File: src/rtl/fpc_pkg.sv
package fpc_pkg;

    // Flash address granularity: a unit index plus a byte offset inside the unit
    localparam int UNIT_W   = 14;
    localparam int PAGE_W   = 12;
    localparam int FLASH_AW = UNIT_W + PAGE_W;
    // One extra bit so that start + length never wraps
    localparam int SPAN_W   = FLASH_AW + 1;

    typedef enum logic [1:0] {
        ACC_READ  = 2'd0,
        ACC_WRITE = 2'd1,
        ACC_ERASE = 2'd2,
        ACC_RSVD  = 2'd3
    } acc_kind_t;

    typedef enum logic [1:0] {
        ST_IDLE   = 2'd0,
        ST_SCAN   = 2'd1,
        ST_REPORT = 2'd2
    } scan_state_t;

    typedef struct packed {
        logic              wp;
        logic              rp;
        logic [UNIT_W-1:0] lim;
        logic [UNIT_W-1:0] base;
    } prange_t;

    typedef struct packed {
        logic [UNIT_W-1:0] lim;
        logic [UNIT_W-1:0] base;
    } fregion_t;

endpackage

File: src/rtl/fpc_cfg_regs.sv
module fpc_cfg_regs
    import fpc_pkg::*;
#(
    parameter int                NUM_RANGES  = 5,
    parameter int                NUM_REGIONS = 6,
    parameter int                CFG_AW      = 8,
    parameter logic [CFG_AW-1:0] RNG_OFF     = 8'h80,
    parameter logic [CFG_AW-1:0] REG_OFF     = 8'h54
) (
    input  logic              clk,
    input  logic              rst_n,
    input  logic              cfg_we,
    input  logic [CFG_AW-1:0] cfg_addr,
    input  logic [31:0]       cfg_wdata,
    output logic [31:0]       cfg_rdata,
    input  logic              lockdown,
    output logic              lock_q,
    output prange_t           rng_q [NUM_RANGES],
    output fregion_t          reg_q [NUM_REGIONS]
);

    localparam int LIM_LSB = 16;

    logic wr_ok;
    logic unused_wbits;

    assign wr_ok        = cfg_we && !lock_q && !lockdown;
    assign unused_wbits = ^{cfg_wdata[30], cfg_wdata[14]};

    // Sticky freeze: any high cycle on lockdown holds until reset
    always_ff @(posedge clk or negedge rst_n) begin
        if (!rst_n) lock_q <= 1'b0;
        else if (lockdown) lock_q <= 1'b1;
    end

    for (genvar i = 0; i < NUM_RANGES; i++) begin : g_rng
        localparam logic [CFG_AW-1:0] OFF = RNG_OFF + CFG_AW'(4 * i);
        always_ff @(posedge clk or negedge rst_n) begin
            if (!rst_n) begin
                rng_q[i] <= '0;
            end else if (wr_ok && cfg_addr == OFF) begin
                rng_q[i].wp   <= cfg_wdata[31];
                rng_q[i].rp   <= cfg_wdata[15];
                rng_q[i].lim  <= cfg_wdata[LIM_LSB +: UNIT_W];
                rng_q[i].base <= cfg_wdata[UNIT_W-1:0];
            end
        end
    end

    for (genvar r = 0; r < NUM_REGIONS; r++) begin : g_reg
        localparam logic [CFG_AW-1:0] OFF = REG_OFF + CFG_AW'(4 * r);
        always_ff @(posedge clk or negedge rst_n) begin
            if (!rst_n) begin
                reg_q[r] <= '0;
            end else if (wr_ok && cfg_addr == OFF) begin
                reg_q[r].lim  <= cfg_wdata[LIM_LSB +: UNIT_W];
                reg_q[r].base <= cfg_wdata[UNIT_W-1:0];
            end
        end
    end

    always_comb begin
        cfg_rdata = '0;
        for (int i = 0; i < NUM_RANGES; i++) begin
            if (cfg_addr == RNG_OFF + CFG_AW'(4 * i)) begin
                cfg_rdata = {rng_q[i].wp, 1'b0, rng_q[i].lim,
                             rng_q[i].rp, 1'b0, rng_q[i].base};
            end
        end
        for (int r = 0; r < NUM_REGIONS; r++) begin
            if (cfg_addr == REG_OFF + CFG_AW'(4 * r)) begin
                cfg_rdata = {2'b00, reg_q[r].lim, 2'b00, reg_q[r].base};
            end
        end
    end

endmodule

File: src/rtl/fpc_region_decode.sv
module fpc_region_decode
    import fpc_pkg::*;
#(
    parameter int NUM_REGIONS = 6
) (
    input  fregion_t               regn [NUM_REGIONS],
    output logic [NUM_REGIONS-1:0] enabled
);

    for (genvar r = 0; r < NUM_REGIONS; r++) begin : g_dec
        // Empty or inverted descriptors, and any with a zero limit, are off
        assign enabled[r] = (regn[r].base < regn[r].lim) && (regn[r].lim != '0);
    end

endmodule

File: src/rtl/fpc_range_match.sv
module fpc_range_match
    import fpc_pkg::*;
(
    input  prange_t           rng,
    input  logic [SPAN_W-1:0] first,
    input  logic [SPAN_W-1:0] last,
    input  logic              want_write,
    output logic              hit
);

    logic [SPAN_W-1:0] lo;
    logic [SPAN_W-1:0] hi;
    logic              armed;
    logic              sane;

    assign lo    = {1'b0, rng.base, {PAGE_W{1'b0}}};
    assign hi    = {1'b0, rng.lim,  {PAGE_W{1'b1}}};
    assign armed = want_write ? rng.wp : rng.rp;
    assign sane  = rng.base <= rng.lim;
    assign hit   = armed && sane && (first <= hi) && (last >= lo);

endmodule

File: src/rtl/fpc_scan_fsm.sv
module fpc_scan_fsm
    import fpc_pkg::*;
#(
    parameter int NUM_RANGES = 5,
    parameter int LEN_W      = 6,
    parameter int IDX_W      = (NUM_RANGES > 1) ? $clog2(NUM_RANGES) : 1
) (
    input  logic                clk,
    input  logic                rst_n,
    input  logic                req_valid,
    input  logic [FLASH_AW-1:0] req_addr,
    input  logic [LEN_W-1:0]    req_len_m1,
    input  logic [1:0]          req_kind,
    input  logic                hit,
    output logic [IDX_W-1:0]    idx,
    output logic [SPAN_W-1:0]   span_first,
    output logic [SPAN_W-1:0]   span_last,
    output logic                want_write,
    output logic                busy,
    output logic                resp_valid,
    output logic                resp_permit
);

    localparam logic [IDX_W-1:0] LAST_IDX = IDX_W'(NUM_RANGES - 1);

    scan_state_t state_q, state_d;
    logic        deny_q;

    // Next-state logic
    always_comb begin
        state_d = state_q;
        unique case (state_q)
            ST_IDLE:   if (req_valid) state_d = ST_SCAN;
            ST_SCAN:   if (hit || idx == LAST_IDX) state_d = ST_REPORT;
            ST_REPORT: state_d = ST_IDLE;
            default:   state_d = ST_IDLE;
        endcase
    end

    // State register
    always_ff @(posedge clk or negedge rst_n) begin
        if (!rst_n) state_q <= ST_IDLE;
        else        state_q <= state_d;
    end

    // Request capture and scan bookkeeping
    always_ff @(posedge clk or negedge rst_n) begin
        if (!rst_n) begin
            idx        <= '0;
            deny_q     <= 1'b0;
            span_first <= '0;
            span_last  <= '0;
            want_write <= 1'b0;
        end else begin
            unique case (state_q)
                ST_IDLE: begin
                    if (req_valid) begin
                        idx        <= '0;
                        deny_q     <= 1'b0;
                        span_first <= {1'b0, req_addr};
                        span_last  <= {1'b0, req_addr} + SPAN_W'(req_len_m1);
                        want_write <= (req_kind != ACC_READ);
                    end
                end
                ST_SCAN: begin
                    if (hit) deny_q <= 1'b1;
                    else if (idx != LAST_IDX) idx <= idx + 1'b1;
                end
                ST_REPORT: ;
                default: ;
            endcase
        end
    end

    // Outputs
    always_comb begin
        busy        = (state_q != ST_IDLE);
        resp_valid  = (state_q == ST_REPORT);
        resp_permit = (state_q == ST_REPORT) && !deny_q;
    end

endmodule

File: src/rtl/fpc_access_guard.sv
module fpc_access_guard
    import fpc_pkg::*;
#(
    parameter int                NUM_RANGES  = 5,
    parameter int                NUM_REGIONS = 6,
    parameter int                LEN_W       = 6,
    parameter int                CFG_AW      = 8,
    parameter logic [CFG_AW-1:0] RNG_OFF     = 8'h80,
    parameter logic [CFG_AW-1:0] REG_OFF     = 8'h54
) (
    input  logic                   clk,
    input  logic                   rst_n,
    input  logic                   cfg_we,
    input  logic [CFG_AW-1:0]      cfg_addr,
    input  logic [31:0]            cfg_wdata,
    output logic [31:0]            cfg_rdata,
    input  logic                   lockdown,
    input  logic                   req_valid,
    input  logic [FLASH_AW-1:0]    req_addr,
    input  logic [LEN_W-1:0]       req_len_m1,
    input  logic [1:0]             req_kind,
    output logic                   busy,
    output logic                   resp_valid,
    output logic                   resp_permit,
    output logic [NUM_REGIONS-1:0] region_enabled
);

    localparam int IDX_W = (NUM_RANGES > 1) ? $clog2(NUM_RANGES) : 1;

    logic              lock_q;
    prange_t           rng_q [NUM_RANGES];
    fregion_t          reg_q [NUM_REGIONS];
    logic [IDX_W-1:0]  scan_idx;
    logic [SPAN_W-1:0] span_first;
    logic [SPAN_W-1:0] span_last;
    logic              want_write;
    logic              range_hit;
    prange_t           cur_rng;

    fpc_cfg_regs #(
        .NUM_RANGES (NUM_RANGES),
        .NUM_REGIONS(NUM_REGIONS),
        .CFG_AW     (CFG_AW),
        .RNG_OFF    (RNG_OFF),
        .REG_OFF    (REG_OFF)
    ) u_regs (
        .clk      (clk),
        .rst_n    (rst_n),
        .cfg_we   (cfg_we),
        .cfg_addr (cfg_addr),
        .cfg_wdata(cfg_wdata),
        .cfg_rdata(cfg_rdata),
        .lockdown (lockdown),
        .lock_q   (lock_q),
        .rng_q    (rng_q),
        .reg_q    (reg_q)
    );

    fpc_region_decode #(
        .NUM_REGIONS(NUM_REGIONS)
    ) u_regdec (
        .regn   (reg_q),
        .enabled(region_enabled)
    );

    assign cur_rng = rng_q[scan_idx];

    fpc_range_match u_match (
        .rng       (cur_rng),
        .first     (span_first),
        .last      (span_last),
        .want_write(want_write),
        .hit       (range_hit)
    );

    fpc_scan_fsm #(
        .NUM_RANGES(NUM_RANGES),
        .LEN_W     (LEN_W),
        .IDX_W     (IDX_W)
    ) u_fsm (
        .clk        (clk),
        .rst_n      (rst_n),
        .req_valid  (req_valid),
        .req_addr   (req_addr),
        .req_len_m1 (req_len_m1),
        .req_kind   (req_kind),
        .hit        (range_hit),
        .idx        (scan_idx),
        .span_first (span_first),
        .span_last  (span_last),
        .want_write (want_write),
        .busy       (busy),
        .resp_valid (resp_valid),
        .resp_permit(resp_permit)
    );

endmodule

File: config.mk
export PLATFORM = sky130hd
export DESIGN_NAME = fpc_access_guard
export DESIGN_NICKNAME = d
export VERILOG_FILES = /design/src/rtl/fpc_pkg.sv /design/src/rtl/fpc_cfg_regs.sv /design/src/rtl/fpc_region_decode.sv /design/src/rtl/fpc_range_match.sv /design/src/rtl/fpc_scan_fsm.sv /design/src/rtl/fpc_access_guard.sv
export SDC_FILE = /design/constraint.sdc
export NUM_CORES = 1
export LEC_CHECK = 0
export ABC_AREA = 1
export BUFFER_PORTS_ARGS = -buffer_cell sky130_fd_sc_hd__buf_2
export CORE_AREA = 10 10 202 204
export DETAILED_ROUTE_END_ITERATION = 8
export DIE_AREA = 0 0 212 214
export PLACE_DENSITY_LB_ADDON = 0.15
export SYNTH_ARGS = -nofsm -noshare
export SYNTH_HDL_FRONTEND = slang
export SYNTH_SLANG_ARGS = --single-unit
File: constraint.sdc
create_clock -name clk -period 7.8 [get_ports clk]
set_clock_uncertainty 0.1 [all_clocks]
set_input_delay 0.78 -clock clk [delete_from_list [all_inputs] [get_ports clk]]
set_output_delay 0.78 -clock clk [all_outputs]
set_load 0.01 [all_outputs]
Word level (Yosys, flattened, before mapping)
Cells that the tools add are included.
Widths: inputs -> output; s select.
{"block": "word_totals", "output_inout_bits": 41, "regBits": 379}
{"block": "classes", "mux": 25, "addsub": 2, "n_lt_le_gt_ge": 10, "n_eq_ne": 20, "n_bitwise": 1, "n_reduce_logical": 41}
{"cell": "$mux 32", "count": 11}
{"cell": "$bmux 30 s3", "count": 1}
{"cell": "$lt 14x14->1", "count": 6}
{"cell": "$reduce_bool 14->1", "count": 6}
{"cell": "$mux 30", "count": 2}
{"cell": "$eq 8x7->1 const B", "count": 6}
{"cell": "$eq 8x8->1 const B", "count": 5}
{"cell": "$add 26x6->27", "count": 1}
{"cell": "$ge 27x26->1", "count": 1}
{"cell": "$le 26x26->1", "count": 1}
{"cell": "$logic_and 1x1->1", "count": 23}
{"cell": "$le 14x14->1", "count": 1}
{"cell": "$mux 3", "count": 3}
{"cell": "$ne 2x1->1 const B", "count": 3}
{"cell": "$pmux 3 s2", "count": 1}
{"cell": "$reduce_bool 2->1", "count": 3}
{"cell": "$ge 4x4->1 const B", "count": 1}
{"cell": "$mux 2", "count": 2}
{"cell": "$ne 2x2->1 const B", "count": 2}
{"cell": "$not 3->4", "count": 1}
{"cell": "$pmux 2 s2", "count": 1}
{"cell": "$reduce_and 2->1", "count": 2}
{"cell": "$reduce_and 4->1", "count": 1}
{"cell": "$add 3x1->3 const B", "count": 1}
{"cell": "10 further kinds", "count": 14}

Depth between registers and ports, before layout
{"block": "depth", "ltp_word": 12, "ltp_mapped": 22}

Hierarchy
A second synthesis with hierarchy kept.
{"block": "hier_totals", "hier_cells": 3112, "area_unflattened_um2": 22545.4}
{"module": "fpc_cfg_regs", "seq_area_each_um2": 7982.7, "area_per_inst_um2": 14152.3, "cells_per_inst": 1694, "n_inst": 1}
{"module": "fpc_scan_fsm", "seq_area_each_um2": 1501.4, "area_per_inst_um2": 3265.6, "cells_per_inst": 431, "n_inst": 1}
{"module": "fpc_region_decode", "seq_area_each_um2": 0.0, "area_per_inst_um2": 2507.4, "cells_per_inst": 462, "n_inst": 1}
{"module": "fpc_access_guard", "seq_area_each_um2": 0.0, "area_per_inst_um2": 1311.3, "cells_per_inst": 304, "n_inst": 1}
{"module": "fpc_range_match", "seq_area_each_um2": 0.0, "area_per_inst_um2": 1308.8, "cells_per_inst": 221, "n_inst": 1}

Worst setup path before layout
Ideal clock, no wire load.
{"block": "synth_path", "path_kind": "register to register", "start": "reg u_fsm.idx[0]", "end": "reg u_fsm.idx[0]", "required_ps": 7583, "stages_incl_launch_ff": 21, "path_buffers": 2, "arrival_ps": 2490, "setup_time_ps": 117, "period_less_slack_ps": 2707, "setup_slack_ps": 5093, "cell_sequence": "dfrtp_1 buf_2 inv_2 clkbuf_1 nand2_1 a21oi_1 o21ai_0 o21ai_0 inv_1 ha_1 nand2_1 nor2_1 inv_1 nor3_1 nand2_1 nand3_1 nand4_1 nand2_1 nand2_2 nand2_1 nand2_1"}
{"block": "synth_between", "elab_chain_cells": 10, "word_cells_on_any_way": 19, "classes_between": "add/sub (1); order compare (3); eq/ne (3); mux (7); bitwise (1); reduce/logical (4)"}
{"element": "from (decl)", "line": "fpc_scan_fsm.sv:15", "text": "output logic [IDX_W-1:0] idx,"}
{"element": "from (signal assigned)", "line": "fpc_scan_fsm.sv:67", "text": "else if (idx != LAST_IDX) idx <= idx + 1'b1;"}
{"element": "branches (longest 10 deep; another with $le 26x26->1)"}
Several ways; the timed one is not identified. The select of a mux whose other input is x is not followed.
A chain may end at the register's enable or synchronous reset.

Worst setup path after layout
{"block": "layout_path", "start": "reg u_fsm.idx[0]", "end": "reg u_fsm.idx[2]"}
The elaborated chain is that of the path after synthesis.

==> results.cfg <==
[cts]
cts.clk_slew.worst_paths_ns = 0.06
cts-root-buf = clkbuf_16
cts_tree = done
clock_sinks = 379
postCtsSetupBuffers = 0
cts_buffer_depth = 3
hold_buffers = 0
numCtsBuffers = 43
htree_levels = 2
ctsResizeCount = 0
clock_latency_ns = 0.57

[outcome]
status = finished, final reports clean

[die]
start_util_pct = 58.7
die_h_um = 214
dieArea_um2 = 45400
die_x_um = 212
core_area_um2 = 37000
io_pins = 120
rows = 71

[grt]
grt_max_degree = 156
antenna_found_initial = 1
grt_pass1_vias = 18752
grt_pass1_wl_um = 106000
grt_overflow = 0
gr-usage-all-layers_pct = 30.0

[sta]
fmax_mhz = 206
relSlewSlack_pct = 18.3
rsz0062_at_grt = false
hold_violations = 0
fin_crit_ns = 4.86
whs_ns = 0.0789
final_max_slew_viol_count = 0
post-route-period-util_pct = 62.3
setup_violations = 0
worst_slack_ns = 2.94
finalSetupTns_ns = 0
worst_pin_slew_ns = 1.22

[drt]
drt_first_pass_iters = 6
viasPerCell = 5.92
met3_length_um = 5200
ant_nets = 0
met1_length_um = 28100
met2_length_um = 32800
first_iter_violations = 2196
wire_per_inst_um = 20.5
top_layer = met4
routed_wl_um = 68900
drc = 0
vias = 19860

[synthesis]
synth_cell_types = 48
yosysMostFrequentCell = nand2_1
syn_avg_cell_area_um2 = 7.66
synth_edf_count = 0
yosysTopAreaCell = dfrtp_1
async_reset_ff_share_pct = 100
synthFlopType = dfrtp_1
synth.area.top_cells = dfrtp_1, nand2_1, o21ai_0
synth_top_cell_area_share_pct = 43.6
yosys_warnings = 0
synth_commonest_cells = nand2_1, dfrtp_1, o21ai_0
post_synth_inst_count = 2836
ys_ff_latch = 379
syn-cell-area_um2 = 21700
yosysSeqAreaShare_pct = 43.6

[placed_design]
place_ws_ns = 3.09
place_hpwl_um = 48200
gp_congestion = 0.946
numPortBuffers = 115

[final_layout]
drive_gt1_share_pct = 9.97
area_delta_synth_final_pct = 8.99
post-route-util_pct = 63.9
nets = 3057
n_antenna_cell = 0

[power_and_ir_drop]
power_density_nw_per_um2 = 223
comb_power_share_pct = 19.0
swShare_pct = 30.6
leakagePower_nw = 11.3
ir_drop_mv = 0.155
intPower_mw = 3.67
power_mw = 5.29
clkPwrFrac_pct = 38.9
p_seq_share_pct = 42.1
power.switching_mw = 1.62

[setup_path]
r2r_setup_slack_ns = 2.94
worst_r2r_endpoint = u_fsm.idx[2]$_DFFE_PN0P_
crit_path_end = u_fsm.idx[2]$_DFFE_PN0P_
critical_path_class = flip-flop to flip-flop
path_common_cell = nand2_1
crit_cells = 16
slowest_stage = o21ai_0
cpLargestDelayFamily = simple AND/OR/NAND/NOR gates
endpoint_kind = flip-flop
cp_max_fo = 30
arrival_ns = 5.20
rr_worst_depth = 16
reg2reg_from = u_fsm.idx[0]$_DFFE_PN0P_
critPathLaunchType = flip-flop
worstSetupStartpoint = u_fsm.idx[0]$_DFFE_PN0P_
critPathMaxStageDelay_ns = 0.88
critPathRequiredTime_ns = 8.14
cp_cell_sequence = nor2_2 > nand2_1 > o21ai_0 > inv_1 > ha_1 > nand2_1 > nor2_1 > inv_1 > nor3_1 > nand2_1 > nand3_1 > nand4_1 > nand2_1 > nand2_2 > nand2_1 > nand2_1
path_buf_inv = 2

[hold_path]
hp-class = input pin to async pin

[flow_run]
cap_violations = 0
[worst min-delay path by stage]
| stage | endpoint | slack (ns) | cells after the start |
|---|---|---|---|
| final | u_regs.rng_q[43]$_DFFE_PN0P_ | 0.08 | 1 |
| after global routing | u_regs.rng_q[128]$_DFFE_PN0P_ | 0.14 | 1 |
| after CTS | u_regs.rng_q[100]$_DFFE_PN0P_ | 0.12 | 1 |
| after detailed placement | u_regs.lock_q$_DFFE_PN0P_ | 0.36 | 1 |
| after global placement | u_regs.lock_q$_DFFE_PN0P_ | 0.34 | 1 |
| after floorplan | u_regs.lock_q$_DFFE_PN0P_ | 0.33 | 1 |
[kinds of logic after synthesis]
| family | count (synthesis) | share of synthesized area, % |
|---|---|---|
| AOI/OAI and AO/OA | 644 | 16.0 |
| xor gates and xnor gates | 9 | 0.363 |
| adders and majority gates | 129 | 7.46 |
| buffers and inverters | 456 | 8.81 |
| DFF | 379 | 43.6 |
| other | 1 | 0.0173 |
| and+or+nand+nor | 1218 | 23.7 |
[power by group through the flow]
| stage | logic, mW | registers [mW] | clock network [mW] |
|---|---|---|---|
| floorplan | 0.716 | 2.20 | 0 |
| global placement | 0.961 | 2.25 | 0 |
| detailed placement | 1.00 | 2.25 | 0 |
| CTS | 1.01 | 2.22 | 2.08 |
| global route | 1.15 | 2.24 | 2.16 |
| finish | 1.01 | 2.22 | 2.06 |
[state kept, by name, indices dropped and copies added, names as in the netlist]
signal / cells
u_fsm.span_first: 26
u_fsm.state_q: 2
u_regs.lock_q: 1
u_fsm.span_last: 27
u_fsm.idx: 3
u_fsm.deny_q: 1
u_fsm.want_write: 1
u_regs.reg_q: 168
u_regs.rng_q: 150
[layout make-up]
| type | instances | area (um2) |
|---|---|---|
| timing repair buffer | 133 | 733 |
| clock inverter | 10 | 104 |
| sequential | 379 | 9490 |
| tap | 474 | 593 |
| fill | 3244 | 13400 |
| clock buffer | 66 | 1330 |
| multi-input combinational | 2002 | 10400 |
| inverter | 290 | 1090 |
[cells in the final DEF, fill, tap and decap left out, types with 4 or more instances in the layout]
| cell type | count |
|---|---|
| nand2_1 | 818 |
| dfrtp_1 | 378 |
| o21ai_0 | 321 |
| inv_1 | 271 |
| nand3_1 | 156 |
| a21oi_1 | 136 |
| ha_1 | 128 |
| nor2_1 | 125 |
| buf_2 | 114 |
| o21ai_1 | 97 |
| clkbuf_16 | 45 |
| nand4_1 | 35 |
| nor3_1 | 26 |
| o22ai_1 | 21 |
| o21ai_2 | 20 |
| inv_2 | 17 |
| buf_4 | 17 |
| nand2_2 | 15 |
| o211ai_1 | 15 |
| clkbuf_8 | 12 |
| nor4_1 | 10 |
| clkbuf_1 | 9 |
| a221oi_1 | 7 |
| o221ai_1 | 7 |
| clkinv_2 | 7 |
| nor2_4 | 6 |
| a21oi_2 | 6 |
| nor3b_1 | 6 |
| a211oi_1 | 6 |
| xor2_1 | 6 |
| nand3_2 | 4 |
[per-stage QoR]
| step | area, um2 | cells |
|---|---|---|
| 3_3_place_gp | 22300 | 3278 |
| 4_1_cts | 23700 | 3354 |
| 5_1_grt | 23700 | 3354 |
| 2_1_floorplan | 21700 | 2837 |
| 3_5_place_dp | 22300 | 3278 |
| 6_report | 23700 | 3354 |
[metal layers]
metal  GRT usage (%)  vias up
li1                -     9317
met1            38.9     9521
met2            48.8      882
met3            4.59      140
met4            12.6        0
met5               0        -
Note: power is estimated with default switching activity, not from simulation.
